`config.mk`:
```
export PLATFORM = sky130hd
export DESIGN_NAME = smr_ctrl
export DESIGN_NICKNAME = d
export VERILOG_FILES = /design/src/rtl/smr_pkg.sv /design/src/rtl/smr_regs.sv /design/src/rtl/smr_match.sv /design/src/rtl/smr_filter.sv /design/src/rtl/smr_ctrl.sv
export SDC_FILE = /design/constraint.sdc
export NUM_CORES = 1
export LEC_CHECK = 0
export ABC_AREA = 1
export ABC_CLOCK_PERIOD_IN_PS = 2350
export BUFFER_PORTS_ARGS = -buffer_cell sky130_fd_sc_hd__buf_4
export CAP_MARGIN = 20
export CORE_MARGIN = 5
export CORE_UTILIZATION = 45
export CTS_BUF_LIST = sky130_fd_sc_hd__clkbuf_2
export DETAILED_ROUTE_END_ITERATION = 10
export GPL_TIMING_DRIVEN = 0
export HOLD_SLACK_MARGIN = 0.05
export PLACE_DENSITY = 0.67
export SLEW_MARGIN = 20
export SYNTH_ARGS = -nofsm -noshare
export SYNTH_HDL_FRONTEND = slang
export SYNTH_SLANG_ARGS = --single-unit
```
`constraint.sdc`:
```
create_clock -name clk -period 2.35 [get_ports clk]
set_input_delay 0.1175 -clock clk [delete_from_list [all_inputs] [get_ports clk]]
set_output_delay 0.1175 -clock clk [all_outputs]
set_load 0.03 [all_outputs]
```
`src/rtl/smr_pkg.sv`:
```
package smr_pkg;
  typedef enum logic [2:0] {
    RA_HBASE = 3'd0,
    RA_RBASE = 3'd1,
    RA_RMASK = 3'd2,
    RA_HWCFG = 3'd3,
    RA_KEY   = 3'd4,
    RA_MISS  = 3'd5
  } reg_addr_e;
endpackage

```
`src/rtl/smr_regs.sv`:
```
module smr_regs #(
  parameter int W     = 32,
  parameter int CNT_W = 8
) (
  input  logic             clk,
  input  logic             rst,
  input  logic             wr,
  input  logic             rd,
  input  logic             priv,
  input  logic [2:0]       addr,
  input  logic [W-1:0]     wdata,
  output logic [W-1:0]     rdata,
  output logic [W-1:0]     hbase,
  output logic [W-1:0]     rbase,
  output logic [W-1:0]     rmask,
  output logic             lock,
  output logic [CNT_W-1:0] miss_cnt
);
  import smr_pkg::*;

  logic [W-1:0] key_q;
  logic         wen;
  logic         key_hit;
  logic [W-1:0] rmux;

  assign wen     = wr && priv;
  assign key_hit = (key_q != '0) && (wdata == key_q);

  always_ff @(posedge clk) begin
    if (rst) begin
      hbase    <= '0;
      rbase    <= '0;
      rmask    <= '0;
      lock     <= 1'b0;
      key_q    <= '0;
      miss_cnt <= '0;
    end else if (wen) begin
      case (addr)
        RA_HBASE: if (!lock) hbase <= wdata;
        RA_RBASE: if (!lock) rbase <= wdata;
        RA_RMASK: if (!lock) rmask <= wdata;
        RA_HWCFG: if (!lock) lock <= wdata[0];
        RA_KEY: begin
          if (!lock) begin
            key_q <= wdata;
          end else if (key_hit) begin
            lock <= 1'b0;
          end else if (miss_cnt != '1) begin
            miss_cnt <= miss_cnt + 1'b1;
          end
        end
        default: ;
      endcase
    end
  end

  always_comb begin
    case (addr)
      RA_HBASE: rmux = hbase;
      RA_RBASE: rmux = rbase;
      RA_RMASK: rmux = rmask;
      RA_HWCFG: rmux = {{(W-1){1'b0}}, lock};
      RA_MISS:  rmux = {{(W-CNT_W){1'b0}}, miss_cnt};
      default:  rmux = '0;
    endcase
  end

  always_ff @(posedge clk) begin
    if (rst)     rdata <= '0;
    else if (rd) rdata <= priv ? rmux : '0;
  end
endmodule

```
`src/rtl/smr_match.sv`:
```
module smr_match #(
  parameter int W   = 32,
  parameter int LSB = 17
) (
  input  logic [W-1:0] addr,
  input  logic [W-1:0] base,
  input  logic [W-1:0] mask,
  output logic         hit
);
  localparam logic [W-1:0] HI = {{(W-LSB){1'b1}}, {LSB{1'b0}}};

  logic         en;
  logic [W-1:0] m;

  assign en  = mask[0] & mask[1];
  assign m   = mask & HI;
  assign hit = en && ((addr & m) == (base & m));
endmodule

```
`src/rtl/smr_filter.sv`:
```
module smr_filter #(
  parameter int W = 32
) (
  input  logic         clk,
  input  logic         rst,
  input  logic         valid,
  input  logic         write,
  input  logic         priv,
  input  logic         hit,
  input  logic [W-1:0] rdata_i,
  output logic         hit_o,
  output logic         we_o,
  output logic [W-1:0] rdata_o,
  output logic         viol_o
);
  logic block;
  assign block = valid && hit && !priv;

  always_ff @(posedge clk) begin
    if (rst) begin
      hit_o   <= 1'b0;
      we_o    <= 1'b0;
      rdata_o <= '0;
      viol_o  <= 1'b0;
    end else begin
      hit_o   <= valid && hit;
      we_o    <= valid && write && !block;
      viol_o  <= write && block;
      if (valid && !write) rdata_o <= block ? '1 : rdata_i;
    end
  end
endmodule

```
`src/rtl/smr_ctrl.sv`:
```
module smr_ctrl #(
  parameter int W     = 32,
  parameter int LSB   = 17,
  parameter int CNT_W = 8
) (
  input  logic         clk,
  input  logic         rst,
  input  logic         cfg_wr,
  input  logic         cfg_rd,
  input  logic         cfg_priv,
  input  logic [2:0]   cfg_addr,
  input  logic [W-1:0] cfg_wdata,
  output logic [W-1:0] cfg_rdata,
  input  logic         mem_valid,
  input  logic         mem_write,
  input  logic         mem_priv,
  input  logic [W-1:0] mem_addr,
  input  logic [W-1:0] mem_rdata_i,
  output logic         mem_hit_o,
  output logic         mem_we_o,
  output logic [W-1:0] mem_rdata_o,
  output logic         viol_o,
  output logic         handler_in_region_o
);
  logic [W-1:0]     hbase, rbase, rmask;
  logic             lock;
  logic [CNT_W-1:0] miss_cnt;
  logic             acc_hit, hnd_hit;

  smr_regs #(.W(W), .CNT_W(CNT_W)) u_regs (
    .clk(clk), .rst(rst), .wr(cfg_wr), .rd(cfg_rd), .priv(cfg_priv),
    .addr(cfg_addr), .wdata(cfg_wdata), .rdata(cfg_rdata),
    .hbase(hbase), .rbase(rbase), .rmask(rmask), .lock(lock),
    .miss_cnt(miss_cnt)
  );

  smr_match #(.W(W), .LSB(LSB)) u_acc_match (
    .addr(mem_addr), .base(rbase), .mask(rmask), .hit(acc_hit)
  );

  smr_match #(.W(W), .LSB(LSB)) u_hnd_match (
    .addr(hbase), .base(rbase), .mask(rmask), .hit(hnd_hit)
  );

  smr_filter #(.W(W)) u_filter (
    .clk(clk), .rst(rst), .valid(mem_valid), .write(mem_write),
    .priv(mem_priv), .hit(acc_hit), .rdata_i(mem_rdata_i),
    .hit_o(mem_hit_o), .we_o(mem_we_o), .rdata_o(mem_rdata_o),
    .viol_o(viol_o)
  );

  always_ff @(posedge clk) begin
    if (rst) handler_in_region_o <= 1'b0;
    else     handler_in_region_o <= hnd_hit;
  end
endmodule

```
; Word level (Yosys, flattened, before mapping)
; Cells that the tools add are included.
[word_totals]
register_bits = 205
in_bits = 107
out_inout_bits = 68
word_cells = 57
[op_classes]
addsub = 1
eq_ne = 9
muxes = 7
n_bitwise = 6
n_reduce_logical = 22
[ops]
columns = cell, n
row1 = $pmux 32 s5, 1
row2 = $and 32x32->32, 3
row3 = $eq 32x32->1, 3
row4 = $mux 32, 2
row5 = $reduce_bool 32->1, 1
row6 = $reduce_and 3->1, 4
row7 = $logic_and 1x1->1, 10
row8 = $add 8x1->8 const B, 1
row9 = $ne 8x8->1 const B, 1
row10 = $eq 3x2->1 const B, 2
row11 = $eq 3x3->1 const B, 2
row12 = $reduce_and 5->1, 1
row13 = $eq 3x1->1 const B, 1
row14 = $logic_not 1->1, 3
row15 = $logic_not 3->1, 1
row16 = $mux 1, 3
row17 = $not 1->1, 2
row18 = $pmux 1 s2, 1
row19 = $reduce_and 2->1, 1
row20 = $reduce_bool 2->1, 1
row21 = $and 1x1->1, 1

; Depth between registers and ports, before layout
; Gate-level depths: netlist of run 1.
[depth]
word_depth = 7
ltp_mapped = 13
depth_no_buf = 13

; Hierarchy
; Synthesis of run 1 repeated with hierarchy kept, for this count alone.
[unflattened]
hier_cells = 1474
area_unflattened_um2 = 9688.0
[modules_own_cells]
columns = mod, n_inst, cells_per_inst, area_each_um2, seq_area_each_um2
row1 = smr_regs, 1, 1005, 7184.4, 3383.2
row2 = smr_filter, 1, 286, 1750.4, 700.7
row3 = smr_match, 2, 90, 361.6, 0.0
row4 = smr_ctrl, 1, 3, 30.0, 20.0

; Worst setup path before layout of run 1
; OpenSTA, ideal clock, no wires.
[synth_path]
path_kind = register -> register
startpoint = register u_regs.miss_cnt[0]
endpoint = register u_regs.miss_cnt[0]
setup_ns = 0.128
arrival_ns = 1.465
required_time_ns = 2.222
setup_slack_ns = 0.757
stages_incl_launch_ff = 9
path_buffers = 0
period_less_slack_ns = 1.593
cell_sequence = dfxtp_1 -> ha_1 -> nand3_1 -> nor3_1 -> a31oi_2 -> nand4_2 -> nand2_1 -> nand2_1 -> nor2_1
[synth_between]
elab_chain_len = 2
word_cells_on_any_way = 3
cone_classes = add/sub (1) / eq/ne (1) / reduce/logical (1)
[synth_rtl]
columns = element, line
row1 = "start, declared", smr_regs.sv:17  ; output logic [CNT_W-1:0] miss_cnt
row2 = "start signal, assigned", smr_regs.sv:49  ; miss_cnt <= miss_cnt + 1'b1;
row3 = branches (longest 2 deep; another with $add 8x1->8), --
; Several ways; the timed one is not identified.
; A chain may end at the register's enable or synchronous reset.

; Worst setup path in the final report of run 1
[layout_path]
startpoint = register u_regs.rbase[26]
endpoint = register u_filter.rdata_o[19]
[layout_between]
elab_chain_len = 6
[layout_rtl]
columns = element, line
row1 = "start, declared", smr_regs.sv:14  ; output logic [W-1:0] rbase,
row2 = "start signal, assigned", smr_regs.sv:40  ; RA_RBASE: if (!lock) rbase <= wdata;
row3 = $and 32x32->32, smr_match.sv:17  ; assign hit = en && ((addr & m) == (base & m));
row4 = $eq 32x32->1, smr_match.sv:17
row5 = $logic_and 1x1->1, smr_match.sv:17
row6 = $logic_and 1x1->1 (2 in series), smr_filter.sv:17  ; assign block = valid && hit && !priv;
row7 = $mux 32, smr_filter.sv:29  ; if (valid && !write) rdata_o <= block ? '1 : rdata_i;
row8 = "end signal, assigned", smr_filter.sv:29
row9 = "end, declared", smr_filter.sv:13  ; output logic [W-1:0] rdata_o,
; Every way passes these cells.

==> impl_results.md, run 1 <==
- Status: finished with violations
- Failing checks: negative setup slack
- Clock transition at the registers of the reported paths: 0.11 ns
- Pleak: 0.00549 uW
- Crit path arrival time: 3.10 ns
- Warnings, synthesis: 0
- CP startpoint: u_regs.rbase[26]
- Vias: 9957
- Crit path to: u_filter.rdata_o[19]
- Max cap viols: 0
- Sequential cell area fraction in the yosys report: 0.439
- Worst EP required: 3.09 ns
- Slew Limit Fails: 0
- Total GRT Usage: 0.271
- Crit. End Element: flop
- Final layout net count: 1697
- Number of enable flip-flop cells after synthesis: 0
- Count of different cell masters after synthesis: 40
- Num rows: 52
- Overflow after GRT: 0
- Max incr delay on CP: 0.56 ns
- Prevailing post-synth register cell: dfxtp_1
- CTS Buf Count: 52
- Worst Clk Skew: 0.0582 ns
- Placed cell count: 1672
- H-tree depth: 2
- First-pass GRT wire length: 51.6 mm
- Post-Route WL: 33.9 mm
- Clk Latency, worst-skew pair: 0.81 ns
- Cell Pwr Density: 542 mW/mm^2
- DRC: 0
- Final period util: 1.00
- Critical-path cell list: inv_2 > nand3_2 > o21ai_1 > nor2_2 > o2111ai_2 > nor3_4 > nand3_4 > clkbuf_16 > a21oi_4 > dlygate4sd3_1
- Hpwl dp: 23.5 mm
- Fmax: 0.424 GHz
- Drt first pass iters: 7
- Critical Setup Path Class: reg2reg
- DR vias/cell: 5.26
- Tightest Pin Transition: 0.697 ns
- CTS tree: yes
- Chip Width: 154 microns
- Seq cells post-synth: 205
- Synthesized Nets: 1353
- Reg2reg end: u_filter.rdata_o[19]
- Highest ir drop seen on vdd: 0.000349 V
- Largest net degree at the start of global routing: 13
- Storage cell area: 0.00412 sq mm
- Hold Vio Cnt, Final: 0
- Iteration-0 DRC Markers: 743
- Multi-input gate area: 0.00453 sq mm
- Startpoint Class: flop
- Slowest stage cell, crit path: dlygate4sd3_1
- Flop-to-flop setup slack: -0.007 ns
- Area growth syn-to-layout: 35.9%
- Mean Syn Cell Area: 7.51 sq um
- Initial antenna violation count: 1
- Layout cell share with drive strength beyond 1: 0.221
- Vias in the first global route: 9642
- Async set-or-reset flop fraction in the synthesized netlist: 0
- Place WS: 0.403 ns
- Setup ws final: -0.00651 ns
- Max-slew headroom: 0.535
- Tightest Hold Check Type: in2reg
- Worst-path maximum fanout: 5
- Clk sinks: 205
- CTS max path bufs: 3
- Fill cells: 1855
- Root Driver: clkbuf_2
- Final ANT Viol Nets: 0
- Final Non-Filler Cells: 1893
- Starting Density: 0.459
- Tmin final: 2.36 ns
- WHS Path Cells: 5
- Reg2reg start: u_regs.rbase[26]
- IO buf count: 157
- Reg2Reg Depth: 10
- Mapped Cells: 1245
- Wire length per cell: 17.9 microns
- Routability cong.: 0.991
- Die height: 154 microns
- Total die area: 0.0238 sq mm
- # IOs: 175
- # setup viols final: 1
- Core Area: 0.0204 sq mm
- Netlist area before placement: 0.00935 sq mm
[metal layers]
layer / track usage / share of wire / wire length (microns)
met5: 0 / 0 / 0
met4: 0.0950 / 0.031 / 1030
met3: 0.0559 / 0.090 / 3060
met2: 0.447 / 0.46 / 15600
met1: 0.352 / 0.42 / 14200
[flip-flops by register name, indices dropped and copies added, names as in the netlist, 8 cells and up]
register,flops
u_regs.key_q,32
u_regs.rdata,32
u_regs.rbase,32
u_regs.rmask,32
u_filter.rdata_o,32
u_regs.miss_cnt,8
u_regs.hbase,32
[critical path: cells and delay by family (launching register included)]
| family | cells | cell delay (ns) |
|---|---|---|
| AND/OR/NAND/NOR | 4 | 0.69 |
| AO/OA/AOI/OAI | 3 | 0.37 |
| buffers and inverters | 3 | 0.87 |
| flip-flops | 1 | 0.36 |
[through the flow]
stage	utilization	power, uW	hold WS [ns]	setup TNS [ns]	area, sq um
finish	0.624	6890	0.127	-0.00651	12700
global route	0.624	7200	0.0813	-0.470	12700
CTS	0.615	6890	0.0614	0	12500
detailed placement	0.533	4490	0.395	0	10900
global placement	0.533	4480	0.380	0	10900
floorplan	-	4120	0.243	0	9350
[cells by family (layout without fill, tap and decap cells)]
logic type	count (synthesis)	after routing	synth area share
and+or+nand+nor	453	454	0.204
AOI/OAI and AO/OA	390	390	0.260
DFF	205	205	0.439
buffers and inverters	180	556	0.0812
xor gates and xnor gates	16	16	0.0150
adders and majority gates	1	1	0.00134
other	0	1	0
[how the worst min path moves through the flow]
stage                     from              endpoint  slack, ns
3_3_place_gp   mem_rdata_i[30]  u_filter.rdata_o[30]       0.38
6_report           cfg_addr[0]       u_regs.rdata[2]       0.13
4_1_cts            cfg_addr[0]       u_regs.rdata[2]       0.06
3_5_place_dp   mem_rdata_i[30]  u_filter.rdata_o[30]       0.40
5_1_grt               mem_priv   u_filter.rdata_o[4]       0.08
2_1_floorplan        mem_valid         u_filter.we_o       0.24
[cell usage after synthesis (2+ instances only)]
library cell / instances / area share
nand2_1: 229 / 0.092
dfxtp_1: 205 / 0.44
nor2_1: 154 / 0.062
o21ai_0: 151 / 0.081
a21oi_1: 134 / 0.072
inv_1: 95 / 0.038
clkbuf_1: 37 / 0.015
nand3_1: 36 / 0.019
a21oi_4: 30 / 0.052
o21ai_1: 28 / 0.015
buf_2: 24 / 0.013
inv_2: 16 / 0.0064
xor2_1: 14 / 0.013
o22ai_1: 13 / 0.0087
o211ai_1: 12 / 0.0096
o221ai_1: 12 / 0.011
nand4_1: 8 / 0.0054
nor3_1: 7 / 0.0037
o2111ai_1: 6 / 0.0056
nor2_4: 5 / 0.0060
buf_12: 3 / 0.0064
nand3_2: 3 / 0.0032
nor4_1: 3 / 0.0020
buf_1: 2 / 0.00080
nor2_2: 2 / 0.0013
xnor2_1: 2 / 0.0019
[layout make-up]
class                   instances  share of cell area
well taps                     270              0.0266
clock buffers                  72              0.0284
clock inverters                15             0.00493
repair buffers                289               0.198
inverters                     112              0.0331
flip-flops and latches        205               0.325
multi-input cells             861               0.357
plain buffers                  68              0.0273
diodes                          1            0.000197
[cell usage in the layout (no fill, tap or decap), types with 3 or more instances in the layout]
master / netlist / routed
nor4_1: 3 / 3
buf_12: 3 / 3
dfxtp_1: 205 / 192
clkbuf_2: 1 / 73
xor2_1: 14 / 14
nand2_1: 229 / 227
o221ai_1: 12 / 12
nand3_2: 3 / 5
clkbuf_1: 37 / 37
buf_2: 24 / 21
nor2_1: 154 / 152
clkbuf_4: 0 / 3
dlygate4sd3_1: 0 / 116
inv_1: 95 / 95
inv_2: 16 / 16
o211ai_1: 12 / 12
nor3_1: 7 / 7
buf_4: 1 / 167
clkinv_1: 1 / 11
nand3_1: 36 / 35
dlymetal6s4s_1: 0 / 5
nand4_1: 8 / 8
nor2_4: 5 / 7
o21ai_0: 151 / 151
a21oi_1: 134 / 134
a21oi_4: 30 / 30
clkinv_2: 0 / 5
o22ai_1: 13 / 13
o2111ai_1: 6 / 6
dfxtp_2: 0 / 12
o21ai_1: 28 / 27
[power breakdown]
part | internal [uW] | switching [uW]
Combinational | 426 | 562
Sequential | 3560 | 62.4
Clock | 821 | 1460
Total | 4810 | 2080
[timing repair]
action | 4_1_cts | 5_1_grt
hold buffers | 123 | 1
hold endpoints to repair | 204 | 2
buffers inserted | 0 | 9
resized for setup | 0 | 31
endpoints found under the setup margin | 0 | 69
Note: power is estimated with default switching activity, not from simulation.
==> run 2, diff against run 1 <==
--- a/config.mk
+++ b/config.mk
@@ -6,7 +6,7 @@
 export NUM_CORES = 1
 export LEC_CHECK = 0
 export ABC_AREA = 1
-export ABC_CLOCK_PERIOD_IN_PS = 2350
+export ABC_CLOCK_PERIOD_IN_PS = 2160
 export BUFFER_PORTS_ARGS = -buffer_cell sky130_fd_sc_hd__buf_4
 export CAP_MARGIN = 20
 export CORE_MARGIN = 5
@@ -15,7 +15,7 @@
 export DETAILED_ROUTE_END_ITERATION = 10
 export GPL_TIMING_DRIVEN = 0
 export HOLD_SLACK_MARGIN = 0.05
-export PLACE_DENSITY = 0.67
+export PLACE_DENSITY = 0.69
 export SLEW_MARGIN = 20
 export SYNTH_ARGS = -nofsm -noshare
 export SYNTH_HDL_FRONTEND = slang
==> constraint.sdc (replaced) <==
create_clock -name clk -period 2.16 [get_ports clk]
set_input_delay 0.108 -clock clk [delete_from_list [all_inputs] [get_ports clk]]
set_output_delay 0.108 -clock clk [all_outputs]
set_load 0.03 [all_outputs]
==> run 2 against run 1 <==
Critical path depth is 2 lower; the flow now finishes without violations; via count down 1.7%; critical path type unchanged; largest power group unchanged; cell count is 1.4% lower; clock power is 15% higher; maximum frequency is 13% higher; power is 9.9% higher; wire length down 3.5%; combinational power barely moved; non-clock buffer count down 27; design area decreased by 2.6%.
==> impl_results.md, run 2 (synthesis gave the netlist of run 1 again) <==
- Status: finished, final reports clean
- Clk Latency, worst-skew pair: 0.84 ns (+0.03 ns)
- Tightest Pin Transition: 0.738 ns (+0.0409 ns)
- Commonest non-fill, non-tap cell in the layout: nand2_1
- Area growth syn-to-layout: 32.3%
- Worst EP required: 2.94 ns (-0.15 ns)
- Overflow after GRT: 0 (unchanged)
- Post-Route WL: 32.7 mm (-3.5%)
- Highest ir drop seen on vdd: 0.000371 V (+6.5%)
- Final ANT Viol Nets: 0 (unchanged)
- Chip Width: 154 microns (unchanged)
- Clk sinks: 205 (unchanged)
- Unrepaired setup endpoints after global routing: true
- Starting Density: 0.459 (unchanged)
- Vias in the first global route: 9385 (-2.7%)
- Tmin final: 2.09 ns (-0.263 ns)
- Crit path arrival time: 2.88 ns (-0.22 ns)
- Final period util: 0.969 (-0.0336)
- CTS Buf Count: 52 (unchanged)
- Total GRT Usage: 0.267 (-0.00327)
- Crit. End Element: flop
- Pleak: 0.00521 uW (-5.1%)
- Core Area: 0.0204 sq mm (unchanged)
- H-tree depth: 2 (unchanged)
- WP buf/inv: 2 (-1)
- # IOs: 175 (unchanged)
- Hpwl dp: 23.8 mm (+1.4%)
- Iteration-0 DRC Markers: 761 (+2.4%)
- Drt first pass iters: 6 (-1)
- Hold Vio Cnt, Final: 0 (unchanged)
- Vias: 9785 (-1.7%)
- CTS max path bufs: 3 (unchanged)
- Initial antenna violation count: 1 (unchanged)
- Startpoint Class: flop
- Slowest stage cell, crit path: dlygate4sd3_1
- Routability cong.: 0.970 (-2.2%)
- Tot Pwr: 7570 uW (+9.9%)
- Worst-path maximum fanout: 5 (unchanged)
- Max incr delay on CP: 0.57 ns (about the same)
- DR vias/cell: 5.24 (-0.36%)
- DRC: 0 (unchanged)
- Cell family with most CP delay: buffers and inverters
- Tightest Hold Check Type: in2reg
- Cell Pwr Density: 612 mW/mm^2 (+13%)
- Commonest cells after routing, fill and taps aside: nand2_1, dfxtp_1, buf_4, nor2_1, o21ai_0
- Flop-to-flop setup slack: 0.07 ns (+0.07 ns)
- Critical-path cell list: nand2_1 > clkinv_1 > o211ai_1 > a21o_1 > nor3_4 > nand3_4 > a21oi_1 > dlygate4sd3_1
- IO buf count: 157 (unchanged)
- CTS tree: yes
- First-pass GRT wire length: 51.0 mm (-1.0%)
- Worst Clk Skew: 0.0750 ns (+0.0169 ns)
- Root Driver: clkbuf_2
- Layout cell share with drive strength beyond 1: 0.206 (-0.0152)
- Max cap viols: 0 (unchanged)
- Die height: 154 microns (unchanged)
- Wire length per cell: 17.5 microns (-2.1%)
- Clock transition at the registers of the reported paths: 0.11 ns (about the same)
- Slew Limit Fails: 0 (unchanged)
- # setup viols final: 0 (-1)
- Num rows: 52 (unchanged)
- Total die area: 0.0238 sq mm (unchanged)
- Fmax: 0.478 GHz (+13%)
- Sum Neg Setup Slack: 0 ns (+0.00651 ns)
- Largest net degree at the start of global routing: 14 (+1)
- Critical Setup Path Class: reg2reg
- Max-slew headroom: 0.508 (-0.0273)
- Final layout net count: 1669 (-1.6%)
-- run 2: cell types whose count changed in the layout (fill, tap and decap cells not counted), moves of 3 or more --
cell / before / now
buf_2: 21 / 24
buf_4: 167 / 160
dfxtp_1: 192 / 205
clkinv_1: 11 / 14
dlymetal6s4s_1: 5 / 0
dlygate4sd3_1: 116 / 103
dfxtp_2: 12 / 0
clkbuf_4: 3 / 0
clkinv_2: 5 / 2
-- run 2: final timing paths --
| path | startpoint | end | cells after the start |
|---|---|---|---|
| min | mem_addr[22] | u_filter.viol_o | 8 |
| max | u_regs.rmask[1] | u_filter.rdata_o[30] | 8 |
| min reg2reg | u_regs.rbase[13] | u_regs.rbase[13] | 2 |
| max reg2reg | u_regs.rmask[1] | u_filter.rdata_o[30] | 8 |
-- run 2: repair_timing --
| item | 4_1_cts | 5_1_grt |
|---|---|---|
| hold buffers | 103 | 0 |
| gates resized for setup | 0 | 2 |
| endpoints found under the hold margin | 204 | 0 |
| setup buffers | 0 | 2 |
| setup endpoints to repair | 0 | 4 |
-- run 2: layout make-up --
type	instances	area (sq um)
Inverter	112	420
Clock buffer	71	355
Buffer	68	339
Multi-Input combinational cell	860	4490
Sequential cell	205	4100
Clock inverter	18	96.3
Timing Repair Buffer	262	2220
Fill cell	1889	8000
Antenna cell	1	2.50
Tap cell	270	338
-- run 2: where the power goes --
group	switching, uW	internal, uW	leakage [uW]	total, uW
Combinational	593	429	0.00320	1020
Clock	1610	1010	0.000346	2620
Sequential	63.4	3870	0.00166	3930
Total	2260	5310	0.00521	7570
-- run 2: routing by layer --
metal	track usage	vias to the layer above	routed length, microns
met5	0	-	0
met4	0.0904	0	999
met3	0.0576	71	2890
met2	0.437	417	14900
met1	0.351	4489	13900
li1	-	4808	-
-- run 2: per-stage QoR --
stage / setup WS (ns) / hold slack, ns / instances / cell area [sq um] / util
floorplan: 0.567 / 0.234 / 1245 / 9350 / -
global placement: 0.291 / 0.376 / 1672 / 10900 / 0.533
detailed placement: 0.280 / 0.401 / 1672 / 10900 / 0.533
CTS: 0.0234 / 0.0507 / 1864 / 12300 / 0.606
global route: -0.0610 / 0.0554 / 1867 / 12400 / 0.607
finish: 0.0666 / 0.0728 / 1867 / 12400 / 0.607
-- run 2: worst reg2reg max path: stages, from the launching register on --
cell	delay [ns]
dfxtp_1	0.37
nand2_1	0.08
clkinv_1	0.08
o211ai_1	0.19
a21o_1	0.24
nor3_4	0.22
nand3_4	0.15
a21oi_1	0.18
dlygate4sd3_1	0.57
